$ cat src/rtl/rxf_pkg.sv
package rxf_pkg;

   localparam int unsigned CMD_W       = 8;
   localparam int unsigned CMD_REL_BIT = 7;
   localparam int unsigned CMD_CLR_BIT = 6;
   localparam int unsigned IRQ_N       = 4;

   typedef struct packed {
      logic ovf;
      logic fin;
      logic pool;
      logic start;
   } rxf_irq_t;

endpackage

$ cat src/rtl/rxf_cmd.sv
module rxf_cmd
   import rxf_pkg::*;
#(
   parameter int unsigned CMD_LAT = 2
) (
   input  logic             clk,
   input  logic             rst_n,
   input  logic             cmd_we,
   input  logic [CMD_W-1:0] cmd_wdata,
   output logic             busy,
   output logic             do_release,
   output logic             do_clear
);

   logic pend_rel_q, pend_clr_q, exec;
   logic take;
   logic unused_cmd_bits;

   assign unused_cmd_bits = ^cmd_wdata;
   assign take            = cmd_we && !busy;

   generate
      if (CMD_LAT == 1) begin : g_lat_one
         assign exec = busy;
      end else begin : g_lat_cnt
         localparam int unsigned CNTW = $clog2(CMD_LAT);
         logic [CNTW-1:0] cnt_q;
         always_ff @(posedge clk or negedge rst_n) begin
            if (!rst_n)                    cnt_q <= '0;
            else if (take)                 cnt_q <= CNTW'(CMD_LAT - 1);
            else if (busy && cnt_q != '0)  cnt_q <= cnt_q - 1'b1;
         end
         assign exec = busy && (cnt_q == '0);
      end
   endgenerate

   always_ff @(posedge clk or negedge rst_n) begin
      if (!rst_n) begin
         busy       <= 1'b0;
         pend_rel_q <= 1'b0;
         pend_clr_q <= 1'b0;
      end else if (take) begin
         busy       <= 1'b1;
         pend_rel_q <= cmd_wdata[CMD_REL_BIT];
         pend_clr_q <= cmd_wdata[CMD_CLR_BIT];
      end else if (exec) begin
         busy       <= 1'b0;
      end
   end

   assign do_release = exec && pend_rel_q;
   assign do_clear   = exec && pend_clr_q;

endmodule

$ cat src/rtl/rxf_store.sv
module rxf_store #(
   parameter int unsigned DW    = 8,
   parameter int unsigned DEPTH = 32,
   localparam int unsigned AW   = $clog2(DEPTH)
) (
   input  logic          clk,
   input  logic          rst_n,
   input  logic          clr,
   input  logic          wr_en,
   input  logic [DW-1:0] wr_data,
   input  logic          rd_en,
   input  logic          release_rd,
   output logic [DW-1:0] rd_data,
   output logic [AW:0]   level,
   output logic          level_zero,
   output logic          full,
   output logic          half_end
);

   logic [DW-1:0] mem [DEPTH];
   logic [AW:0]   wp_q, rp_q, fp_q;

   always_ff @(posedge clk) begin
      if (wr_en) mem[wp_q[AW-1:0]] <= wr_data;
   end

   always_ff @(posedge clk or negedge rst_n) begin
      if (!rst_n) begin
         wp_q <= '0;
         rp_q <= '0;
         fp_q <= '0;
      end else if (clr) begin
         wp_q <= '0;
         rp_q <= '0;
         fp_q <= '0;
      end else begin
         if (wr_en)                  wp_q <= wp_q + 1'b1;
         if (rd_en && rp_q != wp_q)  rp_q <= rp_q + 1'b1;
         if (release_rd)             fp_q <= rp_q;
      end
   end

   assign rd_data    = mem[rp_q[AW-1:0]];
   assign level      = wp_q - fp_q;
   assign level_zero = (level == '0);
   assign full       = (level == (AW+1)'(DEPTH));
   assign half_end   = &wp_q[AW-2:0];

endmodule

$ cat src/rtl/rxf_frame.sv
module rxf_frame
   import rxf_pkg::*;
#(
   parameter int unsigned START_SKIP = 2
) (
   input  logic     clk,
   input  logic     rst_n,
   input  logic     clr,
   input  logic     rx_valid,
   input  logic     rx_sof,
   input  logic     rx_eof,
   input  logic     start_ie,
   input  logic     level_zero,
   input  logic     full,
   input  logic     half_end,
   output logic     wr_en,
   output rxf_irq_t irq
);

   localparam int unsigned CW = $clog2(START_SKIP + 2);
   localparam logic [CW-1:0] CNT_SAT = CW'(START_SKIP + 1);

   logic          in_frame_q;
   logic [CW-1:0] cnt_q, cnt_now;
   logic          ovf_now;
   rxf_irq_t      irq_d;

   assign cnt_now = rx_sof ? '0 : cnt_q;
   assign wr_en   = !clr && rx_valid && (rx_sof ? level_zero : (in_frame_q && !full));
   assign ovf_now = !clr && rx_valid && (rx_sof ? !level_zero : (in_frame_q && full));

   always_comb begin
      irq_d       = '0;
      irq_d.start = wr_en && start_ie && (cnt_now == CW'(START_SKIP));
      irq_d.pool  = wr_en && half_end;
      irq_d.fin   = wr_en && rx_eof;
      irq_d.ovf   = ovf_now;
   end

   always_ff @(posedge clk or negedge rst_n) begin
      if (!rst_n) begin
         in_frame_q <= 1'b0;
         cnt_q      <= '0;
         irq        <= '0;
      end else begin
         irq <= irq_d;
         if (clr) begin
            in_frame_q <= 1'b0;
            cnt_q      <= '0;
         end else if (wr_en) begin
            in_frame_q <= !rx_eof;
            cnt_q      <= (cnt_now == CNT_SAT) ? CNT_SAT : cnt_now + 1'b1;
         end else if (ovf_now) begin
            in_frame_q <= 1'b0;
         end
      end
   end

endmodule

$ cat src/rtl/rxf_isr.sv
module rxf_isr #(
   parameter int unsigned N = 4
) (
   input  logic         clk,
   input  logic         rst_n,
   input  logic [N-1:0] set,
   input  logic         rd,
   output logic [N-1:0] q
);

   generate
      for (genvar i = 0; i < N; i++) begin : g_bit
         always_ff @(posedge clk or negedge rst_n) begin
            if (!rst_n) q[i] <= 1'b0;
            else        q[i] <= set[i] | (q[i] & ~rd);
         end
      end
   endgenerate

endmodule

$ cat src/rtl/rx_frame_fifo.sv
module rx_frame_fifo
   import rxf_pkg::*;
#(
   parameter int unsigned DW         = 8,
   parameter int unsigned DEPTH      = 32,
   parameter int unsigned CMD_LAT    = 2,
   parameter int unsigned START_SKIP = 2,
   localparam int unsigned AW        = $clog2(DEPTH)
) (
   input  logic             clk,
   input  logic             rst_n,
   input  logic             rx_valid,
   input  logic [DW-1:0]    rx_data,
   input  logic             rx_sof,
   input  logic             rx_eof,
   input  logic             start_ie,
   input  logic             cmd_we,
   input  logic [CMD_W-1:0] cmd_wdata,
   output logic             cmd_busy,
   input  logic             rd_en,
   output logic [DW-1:0]    rd_data,
   output logic [AW:0]      fifo_level,
   input  logic             isr_rd,
   output logic [IRQ_N-1:0] isr_q,
   output logic             irq_start,
   output logic             irq_pool,
   output logic             irq_end,
   output logic             irq_ovf
);

   generate
      if (DEPTH < 4 || (DEPTH & (DEPTH - 1)) != 0) begin : g_bad_depth
         $error("rx_frame_fifo: DEPTH must be a power of two of at least 4");
      end
      if (CMD_LAT < 1) begin : g_bad_lat
         $error("rx_frame_fifo: CMD_LAT must be at least 1");
      end
      if (START_SKIP < 1) begin : g_bad_skip
         $error("rx_frame_fifo: START_SKIP must be at least 1");
      end
   endgenerate

   logic     do_release, do_clear;
   logic     wr_en, level_zero, full, half_end;
   rxf_irq_t irq;

   rxf_cmd #(.CMD_LAT(CMD_LAT)) u_cmd (
      .clk        (clk),
      .rst_n      (rst_n),
      .cmd_we     (cmd_we),
      .cmd_wdata  (cmd_wdata),
      .busy       (cmd_busy),
      .do_release (do_release),
      .do_clear   (do_clear)
   );

   rxf_store #(.DW(DW), .DEPTH(DEPTH)) u_store (
      .clk        (clk),
      .rst_n      (rst_n),
      .clr        (do_clear),
      .wr_en      (wr_en),
      .wr_data    (rx_data),
      .rd_en      (rd_en),
      .release_rd (do_release),
      .rd_data    (rd_data),
      .level      (fifo_level),
      .level_zero (level_zero),
      .full       (full),
      .half_end   (half_end)
   );

   rxf_frame #(.START_SKIP(START_SKIP)) u_frame (
      .clk        (clk),
      .rst_n      (rst_n),
      .clr        (do_clear),
      .rx_valid   (rx_valid),
      .rx_sof     (rx_sof),
      .rx_eof     (rx_eof),
      .start_ie   (start_ie),
      .level_zero (level_zero),
      .full       (full),
      .half_end   (half_end),
      .wr_en      (wr_en),
      .irq        (irq)
   );

   rxf_isr #(.N(IRQ_N)) u_isr (
      .clk   (clk),
      .rst_n (rst_n),
      .set   (irq),
      .rd    (isr_rd),
      .q     (isr_q)
   );

   assign irq_start = irq.start;
   assign irq_pool  = irq.pool;
   assign irq_end   = irq.fin;
   assign irq_ovf   = irq.ovf;

endmodule

$ cat config.mk
export PLATFORM = sky130hd
export DESIGN_NAME = rx_frame_fifo
export DESIGN_NICKNAME = d
export VERILOG_FILES = /design/src/rtl/rxf_pkg.sv /design/src/rtl/rxf_cmd.sv /design/src/rtl/rxf_store.sv /design/src/rtl/rxf_frame.sv /design/src/rtl/rxf_isr.sv /design/src/rtl/rx_frame_fifo.sv
export SDC_FILE = /design/constraint.sdc
export NUM_CORES = 1
export LEC_CHECK = 0
export ABC_AREA = 1
export CAP_MARGIN = 20
export CORE_MARGIN = 8
export CORE_UTILIZATION = 39
export CTS_CLUSTER_DIAMETER = 200
export CTS_CLUSTER_SIZE = 40
export DETAILED_ROUTE_END_ITERATION = 7
export DONT_BUFFER_PORTS = 1
export GPL_ROUTABILITY_DRIVEN = 0
export HOLD_SLACK_MARGIN = 0.05
export PLACE_DENSITY = 0.52
export SLEW_MARGIN = 20
export SYNTH_ARGS = -nofsm -noshare
export SYNTH_HDL_FRONTEND = slang
export SYNTH_SLANG_ARGS = --single-unit
$ cat constraint.sdc
create_clock -name clk -period 8.42 [get_ports clk]
set_input_delay 0.842 -clock clk [delete_from_list [all_inputs] [get_ports clk]]
set_output_delay 0.842 -clock clk [all_outputs]
set_load 0.005 [all_outputs]
# Word-level counts from Yosys, hierarchy flattened
# Memory sizes are Yosys's and may differ from the RTL's.
# Cells that the tools add are included.
dict set report op_classes {
  bitwise_logic 10
  addsub 5
  mux 21
  n_reduce_logical 28
  n_eq_ne 4
}
# cell n
set ops {}
lappend ops {{2-to-1 mux 6 bit} 6}
lappend ops {{logical AND 1 bit} 15}
lappend ops {{adder 6 x 1 -> 6 bit (second input constant)} 2}
lappend ops {{2-to-1 mux 1 bit} 11}
lappend ops {{nonzero test 2 bit} 5}
lappend ops {{2-to-1 mux 2 bit} 4}
lappend ops {{equality test 6 bit (second input constant)} 1}
lappend ops {{zero test 6 bit} 1}
lappend ops {{inequality test 6 bit} 1}
lappend ops {{subtractor 6 bit} 1}
lappend ops {{zero test 1 bit} 5}
lappend ops {{AND 1 bit} 4}
lappend ops {{equality test 2 bit (second input constant)} 2}
lappend ops {{OR 1 bit} 4}
lappend ops {{AND reduction 4 bit} 1}
lappend ops {{nonzero test 3 bit} 1}
lappend ops {{adder 2 x 1 -> 2 bit (second input constant)} 1}
lappend ops {{inverter 1 bit} 2}
lappend ops {{subtractor 1 bit (second input constant)} 1}
dict set report word_totals {
  ff_bits 33
  ram_bits 256
  memories 1
  input_bits 25
  word_cells 86
}
# name depth word_bits rd rd_ports_with_merged_regs write_ports line
set memory_table {}
lappend memory_table {u_store.mem 32 8 1 0 1 rxf_store.sv:20} ;# logic [DW-1:0] mem [DEPTH];

# Longest topological paths before layout
# Gate-level depths: netlist of the first run.
dict set report logic_depth {
  word_depth 9
  depth_mapped 16
  ltp_nobuf 16
}

# By module
# A second synthesis of the first run with hierarchy kept.
dict set report unflattened {
  cells_unflattened 1264
  hier_area_um2 12774.8
}
# module instances cells_each area_per_inst_um2
set modules_own_cells {}
lappend modules_own_cells {rxf_store 1 1187 12104.1}
lappend modules_own_cells {rxf_frame 1 40 349.1}
lappend modules_own_cells {rxf_cmd 1 20 172.7}
lappend modules_own_cells {rxf_isr 1 17 148.9}

# Worst setup path after synthesis of the first run
# Ideal clock, no wire load.
dict set report synth_timing {
  path_kind {register to register}
  from {reg u_store.wp_q[0]}
  to {mem u_store.mem[31][0], enable pin}
  setup_slack_ps 5497
  path_stages_with_launch 12
  arrival_time_ps 2540
  setup_ps 383
  n_path_buf 0
  cell_sequence {dfrtp_1 -> inv_1 -> ha_1 -> fa_1 -> nand2_1 -> nor2_1 -> nand3_1 -> nor2_2 -> nand2_2 -> a21oi_4 -> nand2_4 -> nor3_1}
}
dict set report synth_via {
  elab_chain_cells 8
  word_cells_on_any_way 9
  cone_classes {add/sub: 1; eq/ne: 1; mux: 3; reduce/logical: 4}
}
# item line
set synth_lines {}
lappend synth_lines {{start, declared} rxf_store.sv:21} ;# logic [AW:0] wp_q, rp_q, fp_q;
lappend synth_lines {{start signal, assigned} rxf_store.sv:37} ;# if (wr_en) wp_q <= wp_q + 1'b1;
lappend synth_lines {{subtractor 6 bit} rxf_store.sv:44} ;# assign level = wp_q - fp_q;
lappend synth_lines {{equality test 6 bit} rxf_store.sv:46} ;# assign full = (level == (AW+1)'(DEPTH));
lappend synth_lines {{zero test 1 bit} rxf_frame.sv:29} ;# assign wr_en = !clr && rx_valid && (rx_sof ? level_zero : (in_frame_q && !full));
lappend synth_lines {{logical AND 1 bit} rxf_frame.sv:29}
lappend synth_lines {{2-to-1 mux 1 bit} rxf_frame.sv:29}
lappend synth_lines {{logical AND 1 bit} rxf_frame.sv:29}
lappend synth_lines {{2-to-1 mux 1 bit} rxf_store.sv:24} ;# if (wr_en) mem[wp_q[AW-1:0]] <= wr_data;
lappend synth_lines {{2-to-1 mux 1 bit (implied by the code)} rxf_store.sv:24}
lappend synth_lines {{end, declared} rxf_store.sv:20}
# Parallel ways exist; a longest one is shown, timed or not.

# Final worst setup path of the first run
dict set report layout_timing {
  from {reg u_store.rp_q[0]}
  to {out rd_data[2]}
}
dict set report layout_via {
  elab_chain_cells 1
}
# item line
set layout_lines {}
lappend layout_lines {{start, declared} rxf_store.sv:21}
lappend layout_lines {{start signal, assigned} rxf_store.sv:38} ;# if (rd_en && rp_q != wp_q) rp_q <= rp_q + 1'b1;
lappend layout_lines {{memory read (32 x 8 bit)} n/a}
lappend layout_lines {{end, declared} rx_frame_fifo.sv:21} ;# output logic [DW-1:0] rd_data,
# No other way between the ends.

==> out/results.txt, run 1 <==
Initial antenna violation count: 0
Clk slew on worst S/H paths: 0.15 ns
Antenna cells: 0
Hold Path Class: in -> async
Logic pwr share: 34.6%
Layout Skew: 0.0530 ns
Async S/R FF share, synth: 11.4%
CTS resizes: 0
Net count reported at finish: 1,006
Crit share post-route: 56.1%
Post-DP HPWL: 16,800 um
Synthesized area: 0.0120 sq mm
Max FO, Critical Path: 87
Synth Area per Inst: 11.9 sq um
Total CTS buffers: 11
Synth top area share: 64.0%
Die footprint: 0.0366 sq mm
Synthesized Nets: 1,042
Post-synth EDFFs: 256
Sequential-to-total area share from yosys stat: 70.9%
Total GRT Usage: 15.6%
Effective utilization at floorplan: 39.4%
DRC viols: 0
Final setup viols: 0
YS warnings: 0
MaxCap Viol Count: 0
Final Max Slew Viols: 0
Seq cells post-synth: 289
Clock Power Share: 18.5%
Worst path cell trace: clkinv_2 -> buf_4 -> o21ai_0 -> o22ai_1 -> o211ai_1 -> nand3_1 -> o21ai_1 -> inv_1
Count leader, synth: edfxtp_1
Number of global-route vias before repair: 7,088
Ys flop type: edfxtp_1
Setup crit start kind: flip-flop
Clock sinks: 289
Commonest cells in the netlist: edfxtp_1, nor2_1, o21ai_0
DP Area: 0.0123 sq mm
Status: complete, no violations
Port bufs: 0
Reg2Reg Depth: 14
Initial DRC count: 817
Final core utilization: 41.7%
Mapped Cells: 1,006
Net switching share of the total power: 38.7%
Layout cells sized above 1: 3.91%
Max incr delay on CP: 0.79 ns
Worst slew pin tran: 0.922 ns
RSZ-0062 raised after global routing: no
Flop pwr share: 46.9%
Int Pwr: 2.23 mW
Worst hold slack: 0.145 ns
Reg2reg end: u_store.mem[9][1]
CP Data Required Time: 7.58 ns
Synth cell types: 31
Main area contributors after synthesis: edfxtp_1, dfrtp_1, o21ai_0, nor2_1, nand2_1
Largest net degree at the start of global routing: 88
First-pass DRT Iterations: 4
Worst IR Drop VDD: 190 uV
Maximum clock insertion buffer count: 3
Drt wl/cell: 21.3 um
Cell taking the most area after synthesis: edfxtp_1
Grt total ovfl: 0
Worst path slowest cell: dfrtp_4
Cell Rows: 64
Post-route cell area: 0.0127 sq mm
Clk Latency, worst-skew pair: 0.50 ns
Vias: 7,364
Die W: 191 um
Final Power: 3.63 mW
Final Hold Viols: 0
Clock root buffer: clkbuf_16
Top delay family on crit path: buffers and inverters
Net switching power: 1.40 mW
CTS tree: done
Post-route ant nets: 0
DR vias/cell: 5.38
First-pass GRT wire length: 43,600 um
Area Overhead vs Synth: 5.59%
Setup Crit Path Kind: reg -> out
RR Startpoint: u_store.wp_q[0]
Reg2Reg Setup Slack: 4.80 ns
Detailed Route WL: 29,100 um
H-tree depth: 1
Io pins: 48
Maximum clock rate: 212 MHz
Arr. time, crit path: 3.88 ns
Lkg Pwr: 4.22 nW
Cell Pwr Density: 286 mW/mm^2
Die height: 191 um
Minimum clock period: 4.72 ns
Setup_tns: 0 ns
CP Buf/Inv Count: 3
Critical path capture point type: output port
Rel. slew slack: 38.5%
Core area: 0.0304 sq mm
logic make-up (layout without fill, tap and decap cells):
| family | count (synthesis) | in the layout | synth area share, % |
|---|---|---|---|
| compound gates | 238 | 238 | 11.4 |
| xor+xnor | 8 | 8 | 0.584 |
| flops | 289 | 289 | 70.9 |
| mux | 1 | 1 | 0.0938 |
| buf+inv | 110 | 76 | 3.55 |
| simple gates | 349 | 349 | 12.2 |
| fa+ha+maj | 11 | 11 | 1.21 |
worst register-to-register path, stage by stage, from the launching register on:
cell and delay, ns:
dfrtp_1 0.46, inv_1 0.17, ha_1 0.24, fa_1 0.38
inv_1 0.08, nand3_1 0.08, nand3_1 0.11, nand2_2 0.08
nor2_2 0.18, nand2_2 0.10, a21oi_4 0.20, nand2_4 0.16
inv_8 0.13, nand2_4 0.13, nor2_1 0.70
cell type report:
cell class / count / area [sq um]
Clock buffer: 14 / 287
Clock inverter: 1 / 30.0
Fill cell: 2907 / 17800
Inverter: 53 / 208
Multi-Input combinational cell: 607 / 3060
Sequential cell: 289 / 8520
Tap cell: 396 / 495
Timing Repair Buffer: 8 / 72.6
worst max path at each step:
stage / start / endpoint / slack [ns] / cells after the start
6_report: u_store.rp_q[0] / rd_data[2] / 3.70 / 8
5_1_grt: u_store.rp_q[0] / rd_data[2] / 3.37 / 8
4_1_cts: u_store.rp_q[0] / rd_data[2] / 3.68 / 8
2_1_floorplan: u_store.wp_q[0] / u_store.mem[31][0] / 5.50 / 11
3_5_place_dp: u_store.rp_q[0] / rd_data[2] / 4.26 / 8
3_3_place_gp: u_store.rp_q[0] / rd_data[6] / 4.27 / 8
placed cells by master (no fill, tap or decap), drive strengths merged, types with 8 or more instances in the layout:
cell    Yosys  final
inv        51     51
buf         7      8
nand3      45     45
ha         10     10
o21ai     156    156
dfrtp      33     33
o22ai      39     39
o221ai     25     25
xor2        8      8
edfxtp    256    256
nor2      192    192
nand2      94     94
nand4      11     11
clkbuf     50     14
metal layers:
layer,wire (um),GRT usage [%],vias up,share of wire [%]
li1,-,-,3528,-
met1,13500,21.6,3686,46
met2,14100,26.5,129,49
met3,1100,1.79,21,3.8
met4,368,2.63,0,1.3
met5,0,0,-,0
registers in the layout, indices dropped and copies added, names as in the netlist:
| signal | cells |
|---|---|
| u_cmd.pend_clr_q | 1 |
| u_frame.cnt_q | 2 |
| u_frame.in_frame_q | 1 |
| u_store.wp_q | 6 |
| u_store.mem | 256 |
| u_cmd.busy | 1 |
| u_cmd.pend_rel_q | 1 |
| u_store.fp_q | 6 |
| u_store.rp_q | 6 |
| u_isr.q | 4 |
| u_cmd.g_lat_cnt.cnt_q | 1 |
| u_frame.irq | 4 |
power groups by stage:
stage | logic (mW) | clock network [mW] | registers (mW)
4_1_cts | 1.29 | 0.691 | 1.70
2_1_floorplan | 0.923 | 0 | 1.67
3_5_place_dp | 1.28 | 0 | 1.73
3_3_place_gp | 1.26 | 0 | 1.73
5_1_grt | 1.42 | 0.735 | 1.71
6_report | 1.26 | 0.671 | 1.70
repair_timing:
action | CTS | global route
setup endpoints to repair | 0 | 0
hold buffers | 1 | 0
setup buffers | 0 | 0
hold endpoints to repair | 33 | 0
per-stage QoR:
| stage | instances | worst slack [ns] |
|---|---|---|
| global route | 1368 | 3.37 |
| CTS | 1368 | 3.68 |
| finish | 1368 | 3.70 |
| detailed placement | 1352 | 4.26 |
| floorplan | 1006 | 5.50 |
| global placement | 1352 | 4.27 |
No activity file was read; power rests on OpenSTA's default activity.
==> run 2: changes to the inputs <==
--- a/config.mk
+++ b/config.mk
@@ -5,7 +5,7 @@
 export SDC_FILE = /design/constraint.sdc
 export NUM_CORES = 1
 export LEC_CHECK = 0
-export ABC_AREA = 1
+export ABC_AREA = 0
 export CAP_MARGIN = 20
 export CORE_MARGIN = 8
 export CORE_UTILIZATION = 39
==> constraint.sdc (replaced) <==
create_clock -name clk -period 4.47 [get_ports clk]
set_input_delay 0.447 -clock clk [delete_from_list [all_inputs] [get_ports clk]]
set_output_delay 0.447 -clock clk [all_outputs]
set_load 0.005 [all_outputs]
==> out/results.txt, run 2 <==
Die footprint: 0.0358 sq mm (-2.4%)
H-tree depth: 1 (unchanged)
Critical path capture point type: flip-flop
Async S/R FF share, synth: 11.4% (unchanged)
Final Max Slew Viols: 0 (unchanged)
Most frequent cells in the layout: edfxtp_1, mux4_2, nor2_1
RR Startpoint: u_store.wp_q[0]
Cell Pwr Density: 517 mW/mm^2 (+80%)
Antenna cells: 0 (unchanged)
Total CTS buffers: 11 (unchanged)
Post-route ant nets: 0 (unchanged)
Clk Latency, worst-skew pair: 0.49 ns (about the same)
Number of global-route vias before repair: 5,687 (-20%)
Synthesized area: 0.0117 sq mm (-2.6%)
Io pins: 48 (unchanged)
Layout Skew: 0.0526 ns (-0.000363 ns)
Worst path slowest cell: o211ai_1
Max incr delay on CP: 0.89 ns (+0.10 ns)
Detailed Route WL: 25,300 um (-13%)
Grt total ovfl: 0 (unchanged)
Max FFs per register: 256 (unchanged)
Layout cells sized above 1: 24.3% (+20 points)
Maximum clock insertion buffer count: 3 (unchanged)
Core area: 0.0296 sq mm (-2.9%)
Mapped Cells: 587 (-42%)
Drt wl/cell: 25.1 um (+18%)
Reg2reg end: u_store.mem[20][7]
Lkg Pwr: 4.21 nW (-0.34%)
Seq cells post-synth: 289 (unchanged)
Setup Crit Path Kind: reg -> reg
Worst path cell trace: inv_1 -> ha_1 -> fa_1 -> inv_1 -> or3_1 -> or3_1 -> o211ai_1 -> nor2_1
Cell Rows: 63 (-1.6%)
CTS resizes: 0 (unchanged)
First-pass GRT wire length: 37,700 um (-14%)
Setup crit start kind: flip-flop
Crit share post-route: 91.1%
Area Overhead vs Synth: 9.88%
Net count reported at finish: 651 (-35%)
CP startpoint: u_store.wp_q[0]
Largest net degree at the start of global routing: 43 (-51%)
Vias: 5,467 (-26%)
Commonest cells in the netlist: edfxtp_1, mux4_2, nor2_1
Worst slew pin tran: 1.06 ns (+0.134 ns)
Commonest non-fill, non-tap cell in the layout: edfxtp_1
Worst IR Drop VDD: 397 uV (+110%)
First-pass DRT Iterations: 5 (+1)
Synthesized Nets: 623 (-40%)
DRC viols: 0 (unchanged)
Setup_tns: 0 ns (unchanged)
Status: complete, no violations
Total GRT Usage: 14.1% (-1.5 points)
Initial DRC count: 427 (-48%)
DR vias/cell: 5.43 (+0.85%)
YS warnings: 0 (unchanged)
Final Hold Viols: 0 (unchanged)
Rel. slew slack: 29.3% (-9.2 points)
Synth Area per Inst: 19.9 sq um (+67%)
Port bufs: 0 (unchanged)
Maximum clock rate: 246 MHz
CTS tree: done
Clk slew on worst S/H paths: 0.14 ns (about the same)
Initial antenna violation count: 0 (unchanged)
Ys flop type: edfxtp_1
Clock root buffer: clkbuf_16
Arr. time, crit path: 4.17 ns (+0.29 ns)
Reg2Reg Depth: 8 (-6)
Cell taking the most area after synthesis: edfxtp_1
Die W: 189 um (-1.2%)
Worst hold slack: 0.0939 ns (-0.0507 ns)
Max FO, Critical Path: 8 (-91%)
Final setup viols: 0 (unchanged)
Post-DP HPWL: 16,000 um (-4.7%)
Synth top area share: 65.7% (+1.7 points)
Hold Path Class: in -> reg
Clock sinks: 289 (unchanged)
Post-synth EDFFs: 256 (unchanged)
Sequential-to-total area share from yosys stat: 72.8% (+1.9 points)
MaxCap Viol Count: 0 (unchanged)
Critical Path End: u_store.mem[20][7]
Synth cell types: 44 (+42%)
Effective utilization at floorplan: 39.6% (+0.11 points)
RSZ-0062 raised after global routing: no
Reg2Reg Setup Slack: 0.40 ns (-4.40 ns)
Main area contributors after synthesis: edfxtp_1, mux4_2, dfrtp_1, nor2_1, ha_1
Die height: 189 um (-1.2%)
Count leader, synth: edfxtp_1
CP Data Required Time: 4.57 ns (-3.01 ns)
Minimum clock period: 4.07 ns
run 2: cell types whose count changed after synthesis, sizes merged, moves of 37 or more:
cell   change
nand3     -42
inv       -37
nor2     -143
nand2     -78
o22ai     -39
o21ai    -147
mux4      +80
run 2: layer usage:
metal / up-vias / wire [um] / GRT usage [%]
met1: 2922 / 11700 / 20.1
met2: 129 / 11900 / 22.6
met5: - / 0 / 0
met4: 0 / 512 / 3.13
met3: 24 / 1160 / 2.13
li1: 2392 / - / -
run 2: cell type report:
type / instances / area, sq um
Fill cell: 2576 / 16700
Multi-Input combinational cell: 256 / 3010
Clock buffer: 14 / 287
Clock inverter: 1 / 30.0
Tap cell: 390 / 488
Timing Repair Buffer: 43 / 463
Inverter: 14 / 52.6
Sequential cell: 289 / 8520
run 2: worst min path at each step:
stage | cells past startpoint | end | slack (ns) | startpoint
floorplan | 0 | u_cmd.busy | 0.15 | rst_n
global placement | 0 | u_store.fp_q[4] | 0.15 | rst_n
detailed placement | 0 | u_store.fp_q[4] | 0.15 | rst_n
CTS | 2 | u_cmd.g_lat_cnt.cnt_q | 0.06 | cmd_we
global route | 1 | u_cmd.pend_clr_q | 0.07 | cmd_wdata[6]
finish | 0 | u_store.mem[21][0] | 0.09 | rx_data[0]
run 2: power breakdown:
part	switching [mW]	leakage (nW)	internal, mW
Combinational	1.11	1.32	1.04
Clock	0.780	0.151	0.474
Sequential	0.190	2.74	3.04
Total	2.08	4.21	4.55
run 2: through the flow:
stage	std cells	utilization (%)	total power, mW	setup WS, ns	area [sq um]
3_3_place_gp	976	41.6	5.39	0.469	12300
5_1_grt	1007	43.5	6.95	0.105	12800
4_1_cts	1006	43.4	6.73	0.348	12800
3_5_place_dp	976	41.6	5.43	0.426	12300
6_report	1007	43.5	6.64	0.397	12800
2_1_floorplan	587	-	4.80	1.19	11700
run 2: what timing repair did:
item	in CTS	in global routing
hold buffers	15	1
hold endpoints to repair	283	1
setup endpoints to repair	0	0
buffers inserted	0	0
run 2: cell families after synthesis:
| kind of cell | Yosys count | synth area share (%) |
|---|---|---|
| flops | 289 | 72.8 |
| mux | 99 | 17.2 |
| simple gates | 100 | 4.12 |
| buf+inv | 42 | 1.51 |
| compound gates | 31 | 2.04 |
| fa+ha+maj | 11 | 1.24 |
| xor+xnor | 15 | 1.12 |
run 2: worst max-delay path: cells and delay by family (launching register included):
family / cells / cell delay, ns
and+or+nand+nor: 3 / 1.37
buffers and inverters: 2 / 0.20
DFF: 1 / 0.50
AOI/OAI and AO/OA: 1 / 0.89
adders and majority gates: 2 / 0.72
